## src/rtl/i2c_regport_pkg.sv

```systemverilog
// Package: shared types for the I2C register access port.
// Assumes: nothing beyond IEEE 1800-2017.
package i2c_regport_pkg;

    // Phases of the bus link as seen by the slave.
    typedef enum logic [3:0] {
        LS_IDLE,
        LS_ADDR,
        LS_ADDR_ACK,
        LS_INDEX,
        LS_INDEX_ACK,
        LS_WDATA,
        LS_WDATA_ACK,
        LS_RDATA,
        LS_RACK,
        LS_IGNORE
    } link_state_t;

endpackage

```

## src/rtl/i2c_line_sync.sv

```systemverilog
// Module: i2c_line_sync
// Brings SCL and SDA into the system clock domain and reports clock edges
// and start/stop conditions as single-cycle strobes.
// Assumes: the system clock is many times faster than SCL, so every bus
// level lasts several system clocks. Both lines reset to the idle level (1).
module i2c_line_sync #(
    parameter int SYNC_STAGES = 2
) (
    input  logic clk,
    input  logic rst_n,
    input  logic scl_i,
    input  logic sda_i,
    output logic scl_s,
    output logic sda_s,
    output logic scl_rise,
    output logic scl_fall,
    output logic start_det,
    output logic stop_det
);

    // One stage beyond the synchronizer holds the previous level for edges.
    localparam int PIPE_W = SYNC_STAGES + 1;

    logic [PIPE_W-1:0] scl_pipe;
    logic [PIPE_W-1:0] sda_pipe;
    logic              scl_prev;
    logic              sda_prev;

    // Shift both bus lines through the synchronizer chain.
    always_ff @(posedge clk) begin
        if (!rst_n) begin
            scl_pipe <= '1;
            sda_pipe <= '1;
        end else begin
            scl_pipe <= {scl_pipe[PIPE_W-2:0], scl_i};
            sda_pipe <= {sda_pipe[PIPE_W-2:0], sda_i};
        end
    end

    // Decode levels, edges and bus conditions from the synchronized lines.
    always_comb begin
        scl_s     = scl_pipe[SYNC_STAGES-1];
        sda_s     = sda_pipe[SYNC_STAGES-1];
        scl_prev  = scl_pipe[SYNC_STAGES];
        sda_prev  = sda_pipe[SYNC_STAGES];
        scl_rise  = scl_s && !scl_prev;
        scl_fall  = !scl_s && scl_prev;
        start_det = scl_s && scl_prev && sda_prev && !sda_s;
        stop_det  = scl_s && scl_prev && !sda_prev && sda_s;
    end

endmodule

```

## src/rtl/i2c_index_ctr.sv

```systemverilog
// Module: i2c_index_ctr
// Holds the register index, loads it from an accepted index byte, steps it
// by one and wraps from the last index back to the first. Also judges
// whether a candidate index byte lies inside the window.
// Assumes: load and step are never requested in the same cycle; load is
// only requested for a candidate judged in range.
module i2c_index_ctr #(
    parameter int             IDX_W    = 8,
    parameter logic [IDX_W-1:0] REG_BASE = 8'h40,
    parameter logic [IDX_W-1:0] REG_LAST = 8'h5E
) (
    input  logic             clk,
    input  logic             rst_n,
    input  logic [IDX_W-1:0] cand_i,
    output logic             cand_ok_o,
    input  logic             load_i,
    input  logic             step_i,
    output logic [IDX_W-1:0] idx_o
);

    logic [IDX_W-1:0] idx_q;

    // Range check on the byte just received in the index phase.
    always_comb begin
        cand_ok_o = (cand_i >= REG_BASE) && (cand_i <= REG_LAST);
        idx_o     = idx_q;
    end

    // Index register: load, step with wrap, or hold.
    always_ff @(posedge clk) begin
        if (!rst_n) begin
            idx_q <= REG_BASE;
        end else if (load_i) begin
            idx_q <= cand_i;
        end else if (step_i) begin
            idx_q <= (idx_q == REG_LAST) ? REG_BASE : idx_q + 1'b1;
        end
    end

    assert_idx_in_window_R5: assert property (@(posedge clk) disable iff (!rst_n)
        (idx_q >= REG_BASE) && (idx_q <= REG_LAST));

    assert_idx_wrap_R5: assert property (@(posedge clk) disable iff (!rst_n)
        (step_i && !load_i && idx_q == REG_LAST) |=> (idx_q == REG_BASE));

    assert_idx_step_R5: assert property (@(posedge clk) disable iff (!rst_n)
        (step_i && !load_i && idx_q != REG_LAST) |=> (idx_q == $past(idx_q) + 1'b1));

    assert_load_valid_only_R3: assert property (@(posedge clk) disable iff (!rst_n)
        load_i |-> cand_ok_o);

endmodule

```

## src/rtl/i2c_reg_bank.sv

```systemverilog
// Module: i2c_reg_bank
// The register window: one write port addressed by index, one read port
// addressed by index, and all contents flattened onto a parallel bus.
// Assumes: write and read indices lie within the window.
module i2c_reg_bank #(
    parameter int               IDX_W    = 8,
    parameter int               DATA_W   = 8,
    parameter int               NUM_REGS = 31,
    parameter logic [IDX_W-1:0] REG_BASE = 8'h40
) (
    input  logic                       clk,
    input  logic                       rst_n,
    input  logic                       wr_en_i,
    input  logic [IDX_W-1:0]           wr_idx_i,
    input  logic [DATA_W-1:0]          wr_data_i,
    input  logic [IDX_W-1:0]           rd_idx_i,
    output logic [DATA_W-1:0]          rd_data_o,
    output logic [NUM_REGS*DATA_W-1:0] regs_o
);

    logic [DATA_W-1:0] regs_q [NUM_REGS];

    for (genvar g = 0; g < NUM_REGS; g++) begin : g_reg
        // One storage register, written when the index selects it.
        always_ff @(posedge clk) begin
            if (!rst_n) begin
                regs_q[g] <= '0;
            end else if (wr_en_i && (wr_idx_i == REG_BASE + IDX_W'(g))) begin
                regs_q[g] <= wr_data_i;
            end
        end
        assign regs_o[g*DATA_W +: DATA_W] = regs_q[g];
    end

    // Read multiplexer selecting the register at the read index.
    always_comb begin
        rd_data_o = '0;
        for (int k = 0; k < NUM_REGS; k++) begin
            if (rd_idx_i == REG_BASE + IDX_W'(k)) begin
                rd_data_o = regs_q[k];
            end
        end
    end

    assert_hold_without_write_R4: assert property (@(posedge clk) disable iff (!rst_n)
        !wr_en_i |=> $stable(regs_o));

endmodule

```

## src/rtl/i2c_link_ctrl.sv

```systemverilog
// Module: i2c_link_ctrl
// Bit and byte sequencer of the slave: shifts in address, index and write
// bytes on SCL rising, drives acknowledges and read bits on SCL falling,
// and issues index load/step and register write strobes.
// Assumes: edge and condition strobes come from i2c_line_sync; start and
// stop never coincide with an SCL edge.
module i2c_link_ctrl
    import i2c_regport_pkg::*;
#(
    parameter int          DATA_W   = 8,
    parameter logic [6:0]  DEV_ADDR = 7'h4C
) (
    input  logic              clk,
    input  logic              rst_n,
    input  logic              scl_s,
    input  logic              sda_s,
    input  logic              scl_rise,
    input  logic              scl_fall,
    input  logic              start_det,
    input  logic              stop_det,
    input  logic              cand_ok_i,
    input  logic [DATA_W-1:0] rd_data_i,
    output logic [DATA_W-1:0] byte_o,
    output logic              idx_load_o,
    output logic              idx_step_o,
    output logic              wr_en_o,
    output logic              sda_oe_o
);

    localparam int          CNT_W    = $clog2(DATA_W + 1);
    localparam logic [CNT_W-1:0] BYTE_END = CNT_W'(DATA_W);

    link_state_t        state_q;
    logic [CNT_W-1:0]   cnt_q;
    logic [DATA_W-1:0]  sh_q;
    logic               oe_q;
    logic               rw_q;
    logic               mack_q;
    logic               abort;
    logic               byte_done;
    logic               receiving;

    // Strobes for the index counter and the register bank.
    always_comb begin
        abort      = start_det || stop_det;
        byte_done  = scl_fall && (cnt_q == BYTE_END);
        receiving  = (state_q == LS_ADDR) || (state_q == LS_INDEX) || (state_q == LS_WDATA);
        idx_load_o = !abort && (state_q == LS_INDEX) && byte_done && cand_ok_i;
        wr_en_o    = !abort && (state_q == LS_WDATA) && byte_done;
        idx_step_o = wr_en_o || (!abort && (state_q == LS_RACK) && scl_rise);
        byte_o     = sh_q;
        sda_oe_o   = oe_q;
    end

    // Link state machine with shift register, bit counter and SDA drive.
    always_ff @(posedge clk) begin
        if (!rst_n) begin
            state_q <= LS_IDLE;
            cnt_q   <= '0;
            sh_q    <= '0;
            oe_q    <= 1'b0;
            rw_q    <= 1'b0;
            mack_q  <= 1'b0;
        end else if (stop_det) begin
            state_q <= LS_IDLE;
            oe_q    <= 1'b0;
        end else if (start_det) begin
            state_q <= LS_ADDR;
            cnt_q   <= '0;
            oe_q    <= 1'b0;
        end else if (receiving) begin
            if (scl_rise && cnt_q != BYTE_END) begin
                sh_q  <= {sh_q[DATA_W-2:0], sda_s};
                cnt_q <= cnt_q + 1'b1;
            end
            if (byte_done) begin
                cnt_q <= '0;
                unique case (state_q)
                    LS_ADDR: begin
                        if (sh_q[DATA_W-1:1] == DEV_ADDR) begin
                            oe_q    <= 1'b1;
                            rw_q    <= sh_q[0];
                            state_q <= LS_ADDR_ACK;
                        end else begin
                            state_q <= LS_IGNORE;
                        end
                    end
                    LS_INDEX: begin
                        if (cand_ok_i) begin
                            oe_q    <= 1'b1;
                            state_q <= LS_INDEX_ACK;
                        end else begin
                            state_q <= LS_IGNORE;
                        end
                    end
                    default: begin
                        oe_q    <= 1'b1;
                        state_q <= LS_WDATA_ACK;
                    end
                endcase
            end
        end else begin
            unique case (state_q)
                LS_ADDR_ACK: begin
                    if (scl_fall) begin
                        cnt_q <= '0;
                        if (rw_q) begin
                            sh_q    <= rd_data_i;
                            oe_q    <= !rd_data_i[DATA_W-1];
                            state_q <= LS_RDATA;
                        end else begin
                            oe_q    <= 1'b0;
                            state_q <= LS_INDEX;
                        end
                    end
                end
                LS_INDEX_ACK, LS_WDATA_ACK: begin
                    if (scl_fall) begin
                        oe_q    <= 1'b0;
                        cnt_q   <= '0;
                        state_q <= LS_WDATA;
                    end
                end
                LS_RDATA: begin
                    if (scl_rise) begin
                        cnt_q <= cnt_q + 1'b1;
                    end
                    if (scl_fall) begin
                        if (cnt_q == BYTE_END) begin
                            oe_q    <= 1'b0;
                            cnt_q   <= '0;
                            state_q <= LS_RACK;
                        end else begin
                            sh_q <= {sh_q[DATA_W-2:0], 1'b0};
                            oe_q <= !sh_q[DATA_W-2];
                        end
                    end
                end
                LS_RACK: begin
                    if (scl_rise) begin
                        mack_q <= !sda_s;
                    end
                    if (scl_fall) begin
                        if (mack_q) begin
                            sh_q    <= rd_data_i;
                            oe_q    <= !rd_data_i[DATA_W-1];
                            state_q <= LS_RDATA;
                        end else begin
                            state_q <= LS_IGNORE;
                        end
                    end
                end
                default: begin
                    oe_q <= 1'b0;
                end
            endcase
        end
    end

    assert_oe_moves_scl_low_R8: assert property (@(posedge clk) disable iff (!rst_n)
        (oe_q != $past(oe_q)) |-> !scl_s);

    assert_stop_releases_R7: assert property (@(posedge clk) disable iff (!rst_n)
        stop_det |=> (state_q == LS_IDLE && !oe_q));

    assert_ignore_silent_R2: assert property (@(posedge clk) disable iff (!rst_n)
        (state_q == LS_IGNORE) |-> !oe_q);

    assert_master_ack_released_R6: assert property (@(posedge clk) disable iff (!rst_n)
        (state_q == LS_RACK) |-> !oe_q);

    assert_start_to_addr_R7: assert property (@(posedge clk) disable iff (!rst_n)
        (start_det && !stop_det) |=> (state_q == LS_ADDR && cnt_q == '0));

endmodule

```

## src/rtl/i2c_regport.sv

```systemverilog
// Module: i2c_regport (top)
// I2C slave giving bus access to a window of control registers and
// presenting their contents as a parallel bus.
// Assumes: open-drain pad outside; sda_oe_o high pulls SDA low.
module i2c_regport #(
    parameter logic [6:0] DEV_ADDR = 7'h4C,
    parameter logic [7:0] REG_BASE = 8'h40,
    parameter logic [7:0] REG_LAST = 8'h5E,
    parameter int         SYNC_STAGES = 2,
    localparam int        NUM_REGS = int'(REG_LAST) - int'(REG_BASE) + 1
) (
    input  logic                  clk,
    input  logic                  rst_n,
    input  logic                  scl_i,
    input  logic                  sda_i,
    output logic                  sda_oe_o,
    output logic [NUM_REGS*8-1:0] regs_o
);

    localparam int IDX_W  = 8;
    localparam int DATA_W = 8;

    logic              scl_s, sda_s, scl_rise, scl_fall, start_det, stop_det;
    logic              cand_ok, idx_load, idx_step, wr_en;
    logic [DATA_W-1:0] byte_val, rd_data;
    logic [IDX_W-1:0]  idx;

    i2c_line_sync #(.SYNC_STAGES(SYNC_STAGES)) sync_i (
        .clk(clk), .rst_n(rst_n), .scl_i(scl_i), .sda_i(sda_i),
        .scl_s(scl_s), .sda_s(sda_s), .scl_rise(scl_rise), .scl_fall(scl_fall),
        .start_det(start_det), .stop_det(stop_det)
    );

    i2c_link_ctrl #(.DATA_W(DATA_W), .DEV_ADDR(DEV_ADDR)) link_i (
        .clk(clk), .rst_n(rst_n), .scl_s(scl_s), .sda_s(sda_s),
        .scl_rise(scl_rise), .scl_fall(scl_fall),
        .start_det(start_det), .stop_det(stop_det),
        .cand_ok_i(cand_ok), .rd_data_i(rd_data), .byte_o(byte_val),
        .idx_load_o(idx_load), .idx_step_o(idx_step), .wr_en_o(wr_en),
        .sda_oe_o(sda_oe_o)
    );

    i2c_index_ctr #(.IDX_W(IDX_W), .REG_BASE(REG_BASE), .REG_LAST(REG_LAST)) index_i (
        .clk(clk), .rst_n(rst_n), .cand_i(byte_val), .cand_ok_o(cand_ok),
        .load_i(idx_load), .step_i(idx_step), .idx_o(idx)
    );

    i2c_reg_bank #(.IDX_W(IDX_W), .DATA_W(DATA_W), .NUM_REGS(NUM_REGS),
                   .REG_BASE(REG_BASE)) bank_i (
        .clk(clk), .rst_n(rst_n), .wr_en_i(wr_en), .wr_idx_i(idx),
        .wr_data_i(byte_val), .rd_idx_i(idx), .rd_data_o(rd_data),
        .regs_o(regs_o)
    );

    assert_write_not_on_load_R3: assert property (@(posedge clk) disable iff (!rst_n)
        !(wr_en && idx_load));

endmodule

```

## config.mk

```make
export PLATFORM = sky130hd
export DESIGN_NAME = i2c_regport
export DESIGN_NICKNAME = d
export VERILOG_FILES = /design/src/rtl/i2c_regport_pkg.sv /design/src/rtl/i2c_line_sync.sv /design/src/rtl/i2c_index_ctr.sv /design/src/rtl/i2c_reg_bank.sv /design/src/rtl/i2c_link_ctrl.sv /design/src/rtl/i2c_regport.sv
export SDC_FILE = /design/constraint.sdc
export NUM_CORES = 1
export LEC_CHECK = 0
export CAP_MARGIN = 20
export CORE_ASPECT_RATIO = 1.1
export CORE_UTILIZATION = 46
export DETAILED_ROUTE_END_ITERATION = 16
export PLACE_DENSITY = 0.73
export SYNTH_ARGS = -nofsm -noshare
export SYNTH_HDL_FRONTEND = slang
export SYNTH_SLANG_ARGS = --single-unit
```

## constraint.sdc

```tcl
create_clock -name clk -period 6.7 [get_ports clk]
set_input_delay 1.34 -clock clk [delete_from_list [all_inputs] [get_ports clk]]
set_output_delay 1.34 -clock clk [all_outputs]
set_load 0.05 [all_outputs]
```

; ---- Yosys cells after proc, flatten, opt, wreduce, memory -nomap -nowiden
; Memory sizes are Yosys's and may differ from the RTL's.
; Index checks and enable logic that the tools add are counted.
[op_classes]
addsub = 2
n_lt_le_gt_ge = 2
eq_ne = 62
muxes = 204
bitwise_logic = 35
reduce_logical = 75
[ops]
columns = op, count
row1 = $mux 8, 73
row2 = $eq 8x7->1 const B, 31
row3 = $mux 1, 106
row4 = $mux 4, 18
row5 = $logic_and 1x1->1, 48
row6 = $or 1x1->1, 31
row7 = $ne 3x1->1 const B, 8
row8 = $ne 4x1->1 const B, 6
row9 = $pmux 8 s3, 1
row10 = $eq 4x3->1 const B, 4
row11 = $pmux 4 s2, 2
row12 = $pmux 4 s4, 1
row13 = $reduce_and 7->1, 2
row14 = $reduce_and 10->1, 1
row15 = $add 8x1->8 const B, 1
row16 = $eq 4x2->1 const B, 2
row17 = $eq 4x4->1 const B, 2
row18 = $ge 8x7->1 const B, 1
row19 = $le 8x7->1 const B, 1
row20 = $reduce_and 8->1, 1
row21 = $reduce_bool 4->1, 2
row22 = $eq 7x7->1 const B, 1
row23 = $logic_not 1->1, 7
row24 = $ne 3x2->1 const B, 2
row25 = 20 further kinds, 28
[word_totals]
ff_bits = 33
ramBits = 248
word_cells = 391
memories = 1
[mem_list]
columns = name, depth, width, rd, rd_clocked_by_memory_dff, write_ports, line_no
row1 = bank_i.regs_q, 31, 8, 31, 0, 31, i2c_reg_bank.sv:21  ; logic [DATA_W-1:0] regs_q [NUM_REGS];

; ---- Longest topological paths before layout
[depth]
depth_word = 37
depth_mapped = 12
mapped_depth_nobuf = 9

; ---- Modules after synthesis
; Synthesis repeated with hierarchy kept, for this count alone.
[unflattened]
cells_unflattened = 1330
hier_area_um2 = 14590.2
[modules_own_cells]
columns = module, n_inst, cells_each, area_each_um2, seq_area_each_um2
row1 = i2c_reg_bank, 1, 1074, 12530.8, 7447.1
row2 = i2c_link_ctrl, 1, 181, 1371.3, 380.4
row3 = i2c_index_ctr, 1, 59, 498.0, 160.2
row4 = i2c_line_sync, 1, 16, 190.2, 120.1

; ---- Worst setup path after synthesis
; OpenSTA, ideal clock, no wires.
[synth_timing]
kind = flip-flop to flip-flop
start = register index_i.idx_q[0], in the netlist index_i.idx_o[0]
end = memory bank_i.regs_q[3][0], in the netlist bank_i.regs_q[0][24] (enable)
setup_time_ns = 0.384
t_arrival_ns = 2.427
t_required_ns = 6.316
slack_ns = 3.889
path_stages_with_launch = 8
period_less_slack_ns = 2.811
path_cell_list = dfxtp_1 > ha_1 > buf_2 > clkbuf_1 > clkbuf_1 > buf_1 > nand2_1 > o21ai_0
[synth_lines]
columns = item, line_no
row1 = start: declaration, i2c_index_ctr.sv:21  ; logic [IDX_W-1:0] idx_q;
row2 = start signal: assignment, i2c_index_ctr.sv:34  ; idx_q <= cand_i;
row3 = start signal: assignment, i2c_index_ctr.sv:36  ; idx_q <= (idx_q == REG_LAST) ? REG_BASE : idx_q + 1'b1;
row4 = end: declaration, i2c_reg_bank.sv:21

; ---- Worst setup path after layout
[layout_timing]
start = register index_i.idx_q[0], in the netlist index_i.idx_o[0]
end = register link_i.sh_q[0], in the netlist link_i.byte_o[0]
[layout_between]
elab_chain_len = 36
word_cells_on_any_way = 68
[layout_rtl]
columns = item, line_no
row1 = $eq 8x7->1, i2c_reg_bank.sv:39  ; if (rd_idx_i == REG_BASE + IDX_W'(k)) begin
row2 = $mux 8 (30 in series), i2c_reg_bank.sv:39
row3 = $mux 8 (*), i2c_reg_bank.sv:39
row4 = "$mux 8, on equally long branches", "i2c_link_ctrl.sv:144, i2c_link_ctrl.sv:107"
row5 = "$mux 8, on equally long branches", "i2c_link_ctrl.sv:143, i2c_link_ctrl.sv:105"
row6 = $pmux 8 s3 (*), i2c_link_ctrl.sv:103  ; unique case (state_q)
row7 = $mux 8 (*), i2c_link_ctrl.sv:71  ; end else if (receiving) begin
row8 = end signal: assignment, i2c_link_ctrl.sv:73  ; sh_q <= {sh_q[DATA_W-2:0], sda_s};
row9 = end signal: assignment, i2c_link_ctrl.sv:108  ; sh_q <= rd_data_i;
row10 = end signal: assignment, i2c_link_ctrl.sv:145  ; sh_q <= rd_data_i;
row11 = end: declaration, i2c_link_ctrl.sv:35  ; logic [DATA_W-1:0] sh_q;
; Mark *: on every way between the ends. The rest lies on a longest branch, timed or not. The select of a mux whose other input is x is not followed.
; A chain may end at the register's enable or synchronous reset.

==> metrics <==
initial core utilization=47.1%; area of the die=31,200 sq um; Comb power frac=11.0%; Worst setup SP type=flip-flop; status=finished, final reports clean; worst-margin pin slew=roughly 1.1 ns; row cnt=66; cell area after synthesis=14,000 sq um; Post-synth EDFFs=about 250; total power=4.17 mW; CORE AREA=29,700 sq um; largest net degree at the start of global routing=56; antenna cells=0; clk slew on worst S/H paths=~0.07 ns; Yosys cell types=84; worst reg-to-reg setup slack=2.84 ns; crit share post-route=57.7%; vias post-DR=about 13,000; Sequential Power Share=49.0%; Setup TNS Final=0 ns; worst hold path depth=1; worst-path cell chain=ha_2 -> buf_4 -> clkinv_1 -> nor3_1 -> a221oi_1 -> nand4_1 -> nor3_1 -> a21bo_1 -> a221oi_2; yosys warns=0; critical path's slowest cell=nor3_1; postcts setup bufs=0; cts bufs inserted=29; Arrival @ worst endpoint=4.33 ns; max incr delay on CP=approximately 0.74 ns; initial antenna violation count=0; # H-tree levels=1; clk_skew=roughly 0.030 ns; Worst EP required=roughly 7 ns; Leak=5.92 nW; Yosys reg bits=roughly 280; vias per cell=6.57; reg2reg end=link_i.byte_o[0]; normalized max-slew margin=26.1%; Sw Share=26.7%; Worst setup EP type=flip-flop; DP HPWL=36,300 um; post-layout instance area=approximately 18,000 sq um; Pwr per Cell Area=233 nW/um^2; # clock sinks=281; NetSw=roughly 1.1 mW; Reg-to-Reg Start=index_i.idx_o[0]; WHS Endpoint=sync_i.sda_pipe[1]; sequential share of the synthesized area=approximately 58%; layout cells sized above 1=just under 8%; worst-path fanout max=45; RSZ-0062 raised after global routing=false; Layout Nets=roughly 1,600; Hold Crit Start=sync_i.sda_pipe[0]; FMAX=259 MHz; I/O Pins=around 250; Max-Cap Viols=0; synthesized instance count=1,384; Main synth FF type=edfxtp_1; Antenna Nets Post-Route=0; Die Wd=168 um; Layout area overhead=27.4%; vias in the first global route=12,100; Post-Route WL=51,300 um; syn_nets=1,394; CTS tree=yes; DP Area=16,800 sq um; total congestion overflow=0; final number of hold-violating endpoints=0; syn avg cell area=between 10 and 15 sq um; Clk pwr share=40.1%; ys async rst share=0%; Final Setup Violations=0; Bufs on Longest Clock Path=3; WL per Instance=25.6 um; CTS resizes=0; Iteration-0 DRC Markers=2,301; Layout Cells excl Fill=2,000; die height=185 um; Synth area leader=edfxtp_1; worst hold-check path type=reg2reg; clk_lat worst skew=around 0.57 ns; VDD IR-drop max=0.142 mV; Total Routing Usage GR=approximately a third; CTS Hold Bufs=0; number of remaining DRC errors=0; number of fill cells=2,487; WS Path Type=reg2reg; fin. max-slew vios=0; Worst Reg2Reg Path Length in Cells=9; Final Critical Period=3.86 ns; most used cell, CP=nor3_1; IO Port Bufs=252; Pre-antenna DRT Iters=6; top cell type's share of synthesized area=~53%; dpl cells=1,934; first-pass GRT wire length=75,600 um; root buf cell=clkbuf_16; top post-synthesis cells by area=edfxtp_1, nor2_1, dfxtp_1; Int Pwr=3.06 mW; GPL Wtd Cong=0.953
-- through the flow --
stage          util, %  hold slack [ns]  worst slack (ns)
2_1_floorplan        -            0.386              3.89
3_3_place_gp      56.4            0.401              2.69
3_5_place_dp      56.6            0.406              2.67
4_1_cts           59.8            0.422              2.92
5_1_grt           60.0            0.453              2.67
6_report          60.0            0.420              2.84
-- logic make-up (layout without fill, tap and decap cells) --
logic type | after synthesis | in the layout | synth area share, %
flops | 281 | 281 | 57.9
buf+inv | 135 | 377 | 4.03
mux | 6 | 6 | 0.429
fa+ha+maj | 6 | 6 | 0.536
compound gates | 334 | 334 | 16.4
simple gates | 622 | 622 | 20.7
-- synth_stat cells, types with 16 or more instances --
master and n:
a211oi_1 17, a21oi_1 56, a221oi_1 23, and2_1 32, and3_1 18, buf_2 19
clkbuf_1 85, dfxtp_1 33, edfxtp_1 248, inv_1 18, nand2_1 112, nand2b_1 21
nand3_1 50, nand4_1 16, nor2_1 283, nor3_1 27, o211ai_1 16, o21ai_0 83
o22ai_1 24
-- power groups by stage --
stage	logic, mW	clock network, mW	registers [mW]
6_report	0.458	1.67	2.04
2_1_floorplan	0.0612	0	2.27
3_3_place_gp	0.449	0	2.08
3_5_place_dp	0.452	0	2.07
4_1_cts	0.454	1.66	2.04
5_1_grt	0.470	1.73	2.04
-- critical path, delay by kind of cell (launching register included) --
family | cells | cell delay (ns)
fa+ha+maj | 1 | 0.39
compound gates | 3 | 0.68
flops | 1 | 0.47
buf+inv | 2 | 1.25
simple gates | 3 | 0.95
-- routing by layer --
metal,vias up,share of wire (%),global-route usage (%)
met3,212,13,5.71
met4,0,5.4,15.1
met1,6233,37,44.3
met5,-,0,0
li1,5560,-,-
met2,1143,45,50.3
-- worst max path at each step --
| stage | startpoint | to | slack [ns] |
|---|---|---|---|
| after floorplan | index_i.idx_o[0] | bank_i.regs_q[0][24] | 3.89 |
| after global placement | rst_n | bank_i.regs_q[1][112] | 2.69 |
| after detailed placement | rst_n | bank_i.regs_q[1][99] | 2.67 |
| after CTS | index_i.idx_o[0] | bank_i.regs_q[1][114] | 2.92 |
| after global routing | index_i.idx_o[0] | link_i.byte_o[1] | 2.67 |
| final | index_i.idx_o[0] | link_i.byte_o[0] | 2.84 |
-- flip-flops by register name, indices dropped and copies added, names as in the netlist --
register         flops
sync_i.scl_pipe      3
link_i.sda_oe_o      1
link_i.rw_q          1
link_i.state_q       4
index_i.idx_o        8
link_i.mack_q        1
sync_i.sda_pipe      3
bank_i.regs_q      248
link_i.cnt_q         4
link_i.byte_o        8
-- layout make-up --
type / count / area [sq um] / share of cell area (%)
Timing Repair Buffer: 302 / 2880 / 16.1
Tap cell: 374 / 468 / 2.62
Clock buffer: 34 / 744 / 4.17
Sequential cell: 281 / 8110 / 45.4
Multi-Input combinational cell: 968 / 5350 / 30.0
Clock inverter: 20 / 223 / 1.25
Inverter: 21 / 78.8 / 0.442
-- layout by cell type (no fill, tap or decap), drive strengths merged, types with 9 or more instances in the layout --
cell	count
o22ai	24
dfxtp	33
a31oi	11
o221ai	10
a21oi	57
nor3	29
a22oi	9
nand3	51
o211ai	16
buf	48
and3	18
nor2b	12
clkbuf	37
inv	20
and2	33
a221oi	24
nand4	16
nand2	113
clkinv	13
edfxtp	248
o21ai	86
a211oi	19
clkdlybuf4s50	251
nand2b	21
nor2	284
(Power assumes the default switching activity.)
